### src/rtl/tbd_pkg.sv
package tbd_pkg;
  // index of each raw contact inside the debouncer bank
  localparam int unsigned IN_RIGHT = 0;
  localparam int unsigned IN_LEFT  = 1;
  localparam int unsigned IN_UP    = 2;
  localparam int unsigned IN_DOWN  = 3;
  localparam int unsigned IN_PRESS = 4;
  localparam int unsigned NUM_IN   = 5;
endpackage

### src/rtl/tbd_debounce.sv
module tbd_debounce #(
  parameter int STABLE_CYCLES = 50000
) (
  input  logic clk,
  input  logic rst,
  input  logic din,
  output logic rise_o,
  output logic fall_o
);
  localparam int CW = (STABLE_CYCLES < 2) ? 1 : $clog2(STABLE_CYCLES);
  localparam logic [CW-1:0] LAST = CW'(STABLE_CYCLES - 1);

  logic          s1, s2, level;
  logic [CW-1:0] cnt;
  logic          flip;

  assign flip = (s2 != level) && (cnt == LAST);

  always_ff @(posedge clk) begin
    if (rst) begin
      s1     <= 1'b0;
      s2     <= 1'b0;
      level  <= 1'b0;
      cnt    <= '0;
      rise_o <= 1'b0;
      fall_o <= 1'b0;
    end else begin
      s1     <= din;
      s2     <= s1;
      rise_o <= flip & s2;
      fall_o <= flip & ~s2;
      if (s2 == level) begin
        cnt <= '0;
      end else if (flip) begin
        level <= s2;
        cnt   <= '0;
      end else begin
        cnt <= cnt + 1'b1;
      end
    end
  end

  // a synchronized value equal to the accepted level never moves it
  p_hold_r3: assert property (@(posedge clk) disable iff (rst)
    (s2 == level) |=> $stable(level));
  // an edge event reports the direction the accepted level really took
  p_rise_r4: assert property (@(posedge clk) disable iff (rst)
    rise_o |-> (level && !$past(level)));
  p_fall_r4: assert property (@(posedge clk) disable iff (rst)
    fall_o |-> (!level && $past(level)));
endmodule

### src/rtl/tbd_axis_acc.sv
module tbd_axis_acc #(
  parameter int WIDTH = 8
) (
  input  logic             clk,
  input  logic             rst,
  input  logic             inc,
  input  logic             dec,
  input  logic             clr,
  output logic [WIDTH-1:0] snap
);
  localparam logic signed [WIDTH-1:0] MAXV = {1'b0, {(WIDTH-1){1'b1}}};
  localparam logic signed [WIDTH-1:0] MINV = {1'b1, {(WIDTH-1){1'b0}}};
  localparam logic signed [WIDTH-1:0] ONE  = {{(WIDTH-1){1'b0}}, 1'b1};

  logic signed [WIDTH-1:0] acc, base, nxt;

  // a read restarts from zero, but the step of this cycle still lands
  always_comb begin
    base = clr ? '0 : acc;
    nxt  = base;
    if (inc && !dec && base != MAXV) nxt = base + ONE;
    else if (dec && !inc && base != MINV) nxt = base - ONE;
  end

  always_ff @(posedge clk) begin
    if (rst) begin
      acc  <= '0;
      snap <= '0;
    end else begin
      acc <= nxt;
      if (clr) snap <= acc;
    end
  end

  p_no_overflow_r5: assert property (@(posedge clk) disable iff (rst)
    (acc == MAXV && !clr) |=> (acc != MINV));
  p_no_underflow_r6: assert property (@(posedge clk) disable iff (rst)
    (acc == MINV && !clr) |=> (acc != MAXV));
  p_snapshot_r7: assert property (@(posedge clk) disable iff (rst)
    clr |=> (snap == $past(acc)));
endmodule

### src/rtl/tbd_press.sv
module tbd_press (
  input  logic clk,
  input  logic rst,
  input  logic rise_ev,
  input  logic fall_ev,
  input  logic clear_press,
  output logic press_pulse,
  output logic release_pulse,
  output logic pressed
);
  always_ff @(posedge clk) begin
    if (rst) begin
      press_pulse   <= 1'b0;
      release_pulse <= 1'b0;
      pressed       <= 1'b0;
    end else begin
      press_pulse   <= rise_ev;
      release_pulse <= fall_ev;
      if (rise_ev)          pressed <= 1'b1;
      else if (clear_press) pressed <= 1'b0;
    end
  end

  p_single_press_r8: assert property (@(posedge clk) disable iff (rst)
    press_pulse |=> !press_pulse);
  p_single_release_r8: assert property (@(posedge clk) disable iff (rst)
    release_pulse |=> !release_pulse);
  p_flag_with_pulse_r8: assert property (@(posedge clk) disable iff (rst)
    press_pulse |-> pressed);
  p_sticky_r9: assert property (@(posedge clk) disable iff (rst)
    (pressed && !clear_press) |=> pressed);
endmodule

### src/rtl/trackball_decoder.sv
module trackball_decoder #(
  parameter int STABLE_CYCLES = 50000,
  parameter int CNT_WIDTH     = 8
) (
  input  logic                 clk,
  input  logic                 rst,
  input  logic                 enable,
  output logic                 x_common_drv,
  output logic                 y_common_drv,
  output logic                 press_drv,
  input  logic                 right_in,
  input  logic                 left_in,
  input  logic                 up_in,
  input  logic                 down_in,
  input  logic                 press_in,
  input  logic                 read_xy,
  input  logic                 clear_press,
  output logic [CNT_WIDTH-1:0] x_count,
  output logic [CNT_WIDTH-1:0] y_count,
  output logic                 press_pulse,
  output logic                 release_pulse,
  output logic                 pressed
);
  import tbd_pkg::*;

  logic [NUM_IN-1:0] raw, rise, fall, moved;

  assign raw[IN_RIGHT] = right_in;
  assign raw[IN_LEFT]  = left_in;
  assign raw[IN_UP]    = up_in;
  assign raw[IN_DOWN]  = down_in;
  assign raw[IN_PRESS] = press_in;

  for (genvar i = 0; i < NUM_IN; i++) begin : g_db
    tbd_debounce #(.STABLE_CYCLES(STABLE_CYCLES)) u_db (
      .clk   (clk),
      .rst   (rst),
      .din   (raw[i]),
      .rise_o(rise[i]),
      .fall_o(fall[i])
    );
  end

  // a direction contact counts both of its edges
  assign moved = rise | fall;

  tbd_axis_acc #(.WIDTH(CNT_WIDTH)) u_x (
    .clk (clk), .rst(rst),
    .inc (moved[IN_RIGHT]), .dec(moved[IN_LEFT]),
    .clr (read_xy), .snap(x_count)
  );

  tbd_axis_acc #(.WIDTH(CNT_WIDTH)) u_y (
    .clk (clk), .rst(rst),
    .inc (moved[IN_UP]), .dec(moved[IN_DOWN]),
    .clr (read_xy), .snap(y_count)
  );

  tbd_press u_press (
    .clk          (clk),
    .rst          (rst),
    .rise_ev      (rise[IN_PRESS]),
    .fall_ev      (fall[IN_PRESS]),
    .clear_press  (clear_press),
    .press_pulse  (press_pulse),
    .release_pulse(release_pulse),
    .pressed      (pressed)
  );

  always_ff @(posedge clk) begin
    if (rst) begin
      x_common_drv <= 1'b0;
      y_common_drv <= 1'b0;
      press_drv    <= 1'b0;
    end else begin
      x_common_drv <= enable;
      y_common_drv <= enable;
      press_drv    <= enable;
    end
  end

  p_drive_on_r1: assert property (@(posedge clk) disable iff (rst)
    enable |=> (x_common_drv && y_common_drv && press_drv));
  p_drive_off_r1: assert property (@(posedge clk) disable iff (rst)
    !enable |=> !(x_common_drv || y_common_drv || press_drv));
  p_events_apart_r8: assert property (@(posedge clk) disable iff (rst)
    !(press_pulse && release_pulse));
endmodule

### config.mk
export PLATFORM = sky130hd
export DESIGN_NAME = trackball_decoder
export DESIGN_NICKNAME = d
export VERILOG_FILES = /design/src/rtl/tbd_pkg.sv /design/src/rtl/tbd_debounce.sv /design/src/rtl/tbd_axis_acc.sv /design/src/rtl/tbd_press.sv /design/src/rtl/trackball_decoder.sv
export SDC_FILE = /design/constraint.sdc
export NUM_CORES = 1
export LEC_CHECK = 0
export CAP_MARGIN = 20
export CORE_AREA = 2 2 121 123
export DETAILED_ROUTE_END_ITERATION = 10
export DIE_AREA = 0 0 123 125
export PLACE_DENSITY_LB_ADDON = 0.3
export REMOVE_ABC_BUFFERS = 1
export SYNTH_ARGS = -nofsm -noshare
export SYNTH_HDL_FRONTEND = slang
export SYNTH_SLANG_ARGS = --single-unit
### constraint.sdc
create_clock -name clk -period 4.1 [get_ports clk]
set_input_delay 0.41 -clock clk [delete_from_list [all_inputs] [get_ports clk]]
set_output_delay 0.41 -clock clk [all_outputs]
set_load 0.05 [all_outputs]
# Yosys cells after proc, flatten, opt, wreduce, memory -nomap -nowiden
# Cells that the tools add are included.
dict set report op_classes {
  addsub 9
  mul 0
  div 0
  magnitude_cmp 0
  n_eq_ne 19
  shifts 0
  muxes 8
  bitwise_logic 21
  reduce_logical 28
}
# operator n
set op_table {}
lappend op_table {{adder 16 x 1 -> 16 bit (second input constant)} 5}
lappend op_table {{== test 16 bit (second input constant)} 5}
lappend op_table {{two-way mux 8 bit} 6}
lappend op_table {{!= test 8 bit (second input constant)} 4}
lappend op_table {{adder 8 x 2 -> 8 bit (second input constant)} 2}
lappend op_table {{subtractor 8 x 2 -> 8 bit (second input constant)} 2}
lappend op_table {{OR reduction 3 bit} 5}
lappend op_table {{logical AND 1 bit} 13}
lappend op_table {{bitwise AND 1 bit} 10}
lappend op_table {{inverter 1 bit} 10}
lappend op_table {{AND reduction 2 bit} 5}
lappend op_table {{== test 1 bit} 5}
lappend op_table {{!= test 1 bit} 5}
lappend op_table {{zero test 1 bit} 4}
lappend op_table {{bitwise OR 4 bit} 1}
lappend op_table {{two-way mux 1 bit} 2}
lappend op_table {{nonzero test 2 bit} 1}
dict set report totals {
  regBits 141
  latchBits 0
  ramBits 0
  mem_bits_ro 0
  inputBits 10
  elab_cells 123
  memories 0
}

# Logic depth before layout (Yosys ltp)
dict set report depth {
  depth_word 6
  mapped_depth 11
  depth_no_buf 9
}

# Cells and area by module
# From an unflattened synthesis, not the netlist that was laid out.
dict set report unflattened {
  cells_unflattened 715
  hier_area_um2 6595.1
}
# module n_inst cells_each area_per_inst_um2 seq_area_each_um2
set modules_own_cells {}
lappend modules_own_cells {tbd_debounce 5 95 887.1 420.4}
lappend modules_own_cells {tbd_axis_acc 2 112 1002.2 320.3}
lappend modules_own_cells {tbd_press 1 8 88.8 60.1}
lappend modules_own_cells {trackball_decoder 1 8 66.3 20.0}

# Least setup slack after synthesis
# No wires, ideal clock.
dict set report synth_path {
  path_type {input to register}
  start {input port read_xy}
  end {register u_y.acc[5]}
  setup_time_ns 0.116
  arrival_ns 2.363
  slack_ns 1.621
  path_stages 11
  cell_sequence {buf_2 -> inv_1 -> clkbuf_1 -> nand2_1 -> inv_1 -> ha_1 -> nand2_1 -> nor4_4 -> nor2_2 -> or4_1 -> and4_1}
}
dict set report synth_between {
  elab_chain_len 5
}
# item line
set synth_lines {}
lappend synth_lines {{start: declaration} trackball_decoder.sv:16} ;# input logic read_xy,
lappend synth_lines {{two-way mux 8 bit *} tbd_axis_acc.sv:19} ;# base = clr ? '0 : acc;
lappend synth_lines {{parallel branches: the longest is 3 deep, another holds subtractor 8 x 2 -> 8 bit} -}
lappend synth_lines {{two-way mux 8 bit *} tbd_axis_acc.sv:21} ;# if (inc && !dec && base != MAXV) nxt = base + ONE;
lappend synth_lines {{end signal: assignment} tbd_axis_acc.sv:30} ;# acc <= nxt;
lappend synth_lines {{end: declaration} tbd_axis_acc.sv:15} ;# logic signed [WIDTH-1:0] acc, base, nxt;
# Mark *: on every way between the ends.
# A chain may end at the register's enable or synchronous reset.

# Worst setup path after layout
dict set report layout_path {
  start {register u_y.acc[1]}
  end {register u_y.acc[5]}
}
dict set report layout_between {
  elab_chain_len 5
}
# item line
set layout_lines {}
lappend layout_lines {{two-way mux 8 bit *} tbd_axis_acc.sv:19}
lappend layout_lines {{parallel branches: the longest is 3 deep, another holds subtractor 8 x 2 -> 8 bit} -}
lappend layout_lines {{two-way mux 8 bit *} tbd_axis_acc.sv:21}
# Marks and branches as above.

==> results.py <==
metrics = {
    "clocking": {
        "hold_buffers": 0,
        "cts_buffer_depth": 2,
        "post_cts_buffers": 0,
        "clock-sinks": 141,
        "htreeDepth": 4,
        "cts_buffers": 17,
        "cts_tree": "yes",
        "clock-root-buffer": "clkbuf_16",
        "clk_pin_slew_worst_paths_ns": 0.06,
        "cts_resized": 0,
        "clock_latency_ns": 0.41,
    },
    "placement": {
        "port_buffers": 31,
        "place.gp.congestion": 0.858,
        "hpwl_um": 8360,
    },
    "critical_path": {
        "crit_cells": 7,
        "r2r_start": "u_y.acc[1]",
        "crit_required_ns": 4.41,
        "r2r_setup_slack_ns": 1.94,
        "path_delay_family": "simple AND/OR/NAND/NOR gates",
        "reg2reg_to": "u_y.acc[5]",
        "path_cells": "and2b_1, ha_1, nand2_1, nor4_4, nor2_2, or4_1, and4_1",
        "crit_buf_inv": 0,
        "critPathLaunchType": "flip-flop",
        "critPathMaxFanout": 6,
        "end_kind": "flip-flop",
        "cpPeakStageDelay_ns": 0.44,
        "reg2reg_depth": 7,
        "cp_slowest_cell": "dfxtp_1",
        "arrival_ns": 2.46,
        "crit_type": "flip-flop to flip-flop",
    },
    "route": {
        "routedWlPerCell_um": 13.0,
        "drtPass1Iterations": 5,
        "vias": 4882,
        "drt_iter0_drc": 243,
        "routed_wl_um": 12000,
        "dr_wl_met3_um": 489,
        "vias_per_cell": 5.27,
        "ant_nets": 0,
        "top_layer": "met4",
        "drc": 0,
        "route.layer.met1.wl_um": 5740,
        "met2WireLength_um": 5600,
    },
    "timing": {
        "hold_viol_final": 0,
        "worst_pin_slew_ns": 0.615,
        "relSlewSlack_pct": 59.0,
        "period_minus_slack_ns": 2.16,
        "fin_skew_ns": 0.00829,
        "period_share_pct": 52.6,
        "max_clock_freq_ghz": 0.463,
        "setup_viol": 0,
        "rsz0062_at_grt": "no",
        "tns_ns": 0,
        "slew_violations": 0,
    },
    "layout": {
        "multi_input_area_um2": 3260,
        "num_antenna_cells": 0,
        "final_common_cell": "dfxtp_1",
        "final_cell_mix": "dfxtp_1, nor2_1, nand2_1",
        "area_growth_pct": 16.7,
        "drive_above_1_share_pct": 6.59,
        "fillCellCount": 1292,
        "post-route-util_pct": 51.3,
        "regArea_um2": 2820,
        "nets": 751,
    },
    "floorplanning": {
        "io_pins": 32,
        "start_util_pct": 43.9,
        "die_y_um": 125,
        "die_x_um": 123,
        "rows": 44,
        "core_region_area_um2": 14200,
        "die-area_um2": 15400,
    },
    "grt": {
        "grt_first_pass_wirelength_um": 20800,
        "track_usage_pct": 16.5,
        "grt_max_degree": 41,
        "overflow": 0,
        "grt_pass1_vias": 4689,
        "antenna_found_initial": 0,
    },
    "power": {
        "vdd_ir_drop_max_mv": 0.324,
        "leakage_nw": 2.54,
        "finalPower_mw": 3.00,
        "power.density_nw_per_um2": 412,
    },
    "synth": {
        "synth_area_leader_cell": "dfxtp_1",
        "yosysWarningCount": 0,
        "mappedNetlistArea_um2": 6240,
        "synthTopCellsByArea": "dfxtp_1, nor2_1, xnor2_1, xor2_1, mux2i_1",
        "synth_flop_cell": "dfxtp_1",
        "ys_types": 58,
        "syn_area_per_cell_um2": 8.90,
        "netlist_instances": 701,
        "synth_seq_cells": 141,
        "synth.top_cell.area_share_pct": 45.2,
        "synth_edf_count": 0,
        "async_flop_share_pct": 0,
        "seq_area_frac_synth_pct": 45.2,
    },
    "min_path": {
        "min_path_type": "flip-flop to flip-flop",
        "hold_end": "g_db[1].u_db.cnt[0]",
        "min_from": "g_db[1].u_db.cnt[0]",
        "hold_depth": 1,
    },
    "status": {
        "outcome": "completed",
    },
    "flow_run": {
        "maxCapViolations": 0,
    },
}
how the worst max path moves through the flow:
| stage | start | end |
|---|---|---|
| floorplan | read_xy | u_y.acc[5] |
| global route | read_xy | u_y.acc[5] |
| CTS | u_y.acc[1] | u_y.acc[5] |
| detailed placement | read_xy | u_y.acc[5] |
| finish | u_y.acc[1] | u_y.acc[5] |
| global placement | read_xy | u_y.acc[5] |
stage by stage:
step                      std cells  instance area, µm²  hold slack, ns  setup slack, ns
after floorplan                 677                6130           0.413             1.92
after global placement          895                6680           0.419             1.62
after detailed placement        895                6680           0.429             1.56
after CTS                       927                7290           0.440             1.94
after global routing            927                7290           0.459             1.75
final                           927                7290           0.432             1.94
report_power, final:
part	internal [mW]	switching, mW	total (mW)
logic	0.0217	0.0367	0.0584
registers	1.38	0.00432	1.38
clock network	0.980	0.580	1.56
total	2.38	0.621	3.00
cells by family after synthesis:
family	after synthesis	share of synthesized area, %
AND/OR/NAND/NOR	373	30.8
flip-flops	141	45.2
XOR/XNOR	75	10.5
AO/OA/AOI/OAI	40	4.63
buffers and inverters	36	2.57
multiplexers	25	4.03
adder cells (fa/ha/maj)	11	2.20
synth_stat cells (13+ instances only):
cell type,n
nand2_1,46
nor4b_1,13
and3_1,20
xnor2_1,41
dfxtp_1,141
nor3_1,36
xor2_1,34
nand4_1,20
mux2i_1,24
nor2_1,135
nand3_1,33
nor2b_1,19
registers in the layout, summed over array words and instances, names as in the netlist:
| signal | flops |
|---|---|
| press_drv | 1 |
| u_y.snap | 8 |
| u_y.acc | 8 |
| u_x.snap | 8 |
| u_x.acc | 8 |
| u_press.release_pulse | 1 |
| g_db.u_db.cnt | 80 |
| g_db.u_db.s2 | 5 |
| g_db.u_db.fall_o | 5 |
| g_db.u_db.s1 | 5 |
| g_db.u_db.level | 5 |
| g_db.u_db.rise_o | 5 |
| u_press.pressed | 1 |
| u_press.press_pulse | 1 |
cell type report:
class                      instances  area share [%]
tap                              184            3.16
sequential                       141            38.7
timing repair buffer              34            4.43
clock inverter                    12            2.20
multi-input combinational        524            44.7
inverter                          12           0.618
clock buffer                      20            6.13
per-layer routing:
layer	up-vias	track usage, %
li1	2483	-
met1	2293	20.5
met2	87	26.2
met3	19	4.97
met4	0	7.82
met5	-	0
Note: power is estimated with default switching activity, not from simulation.
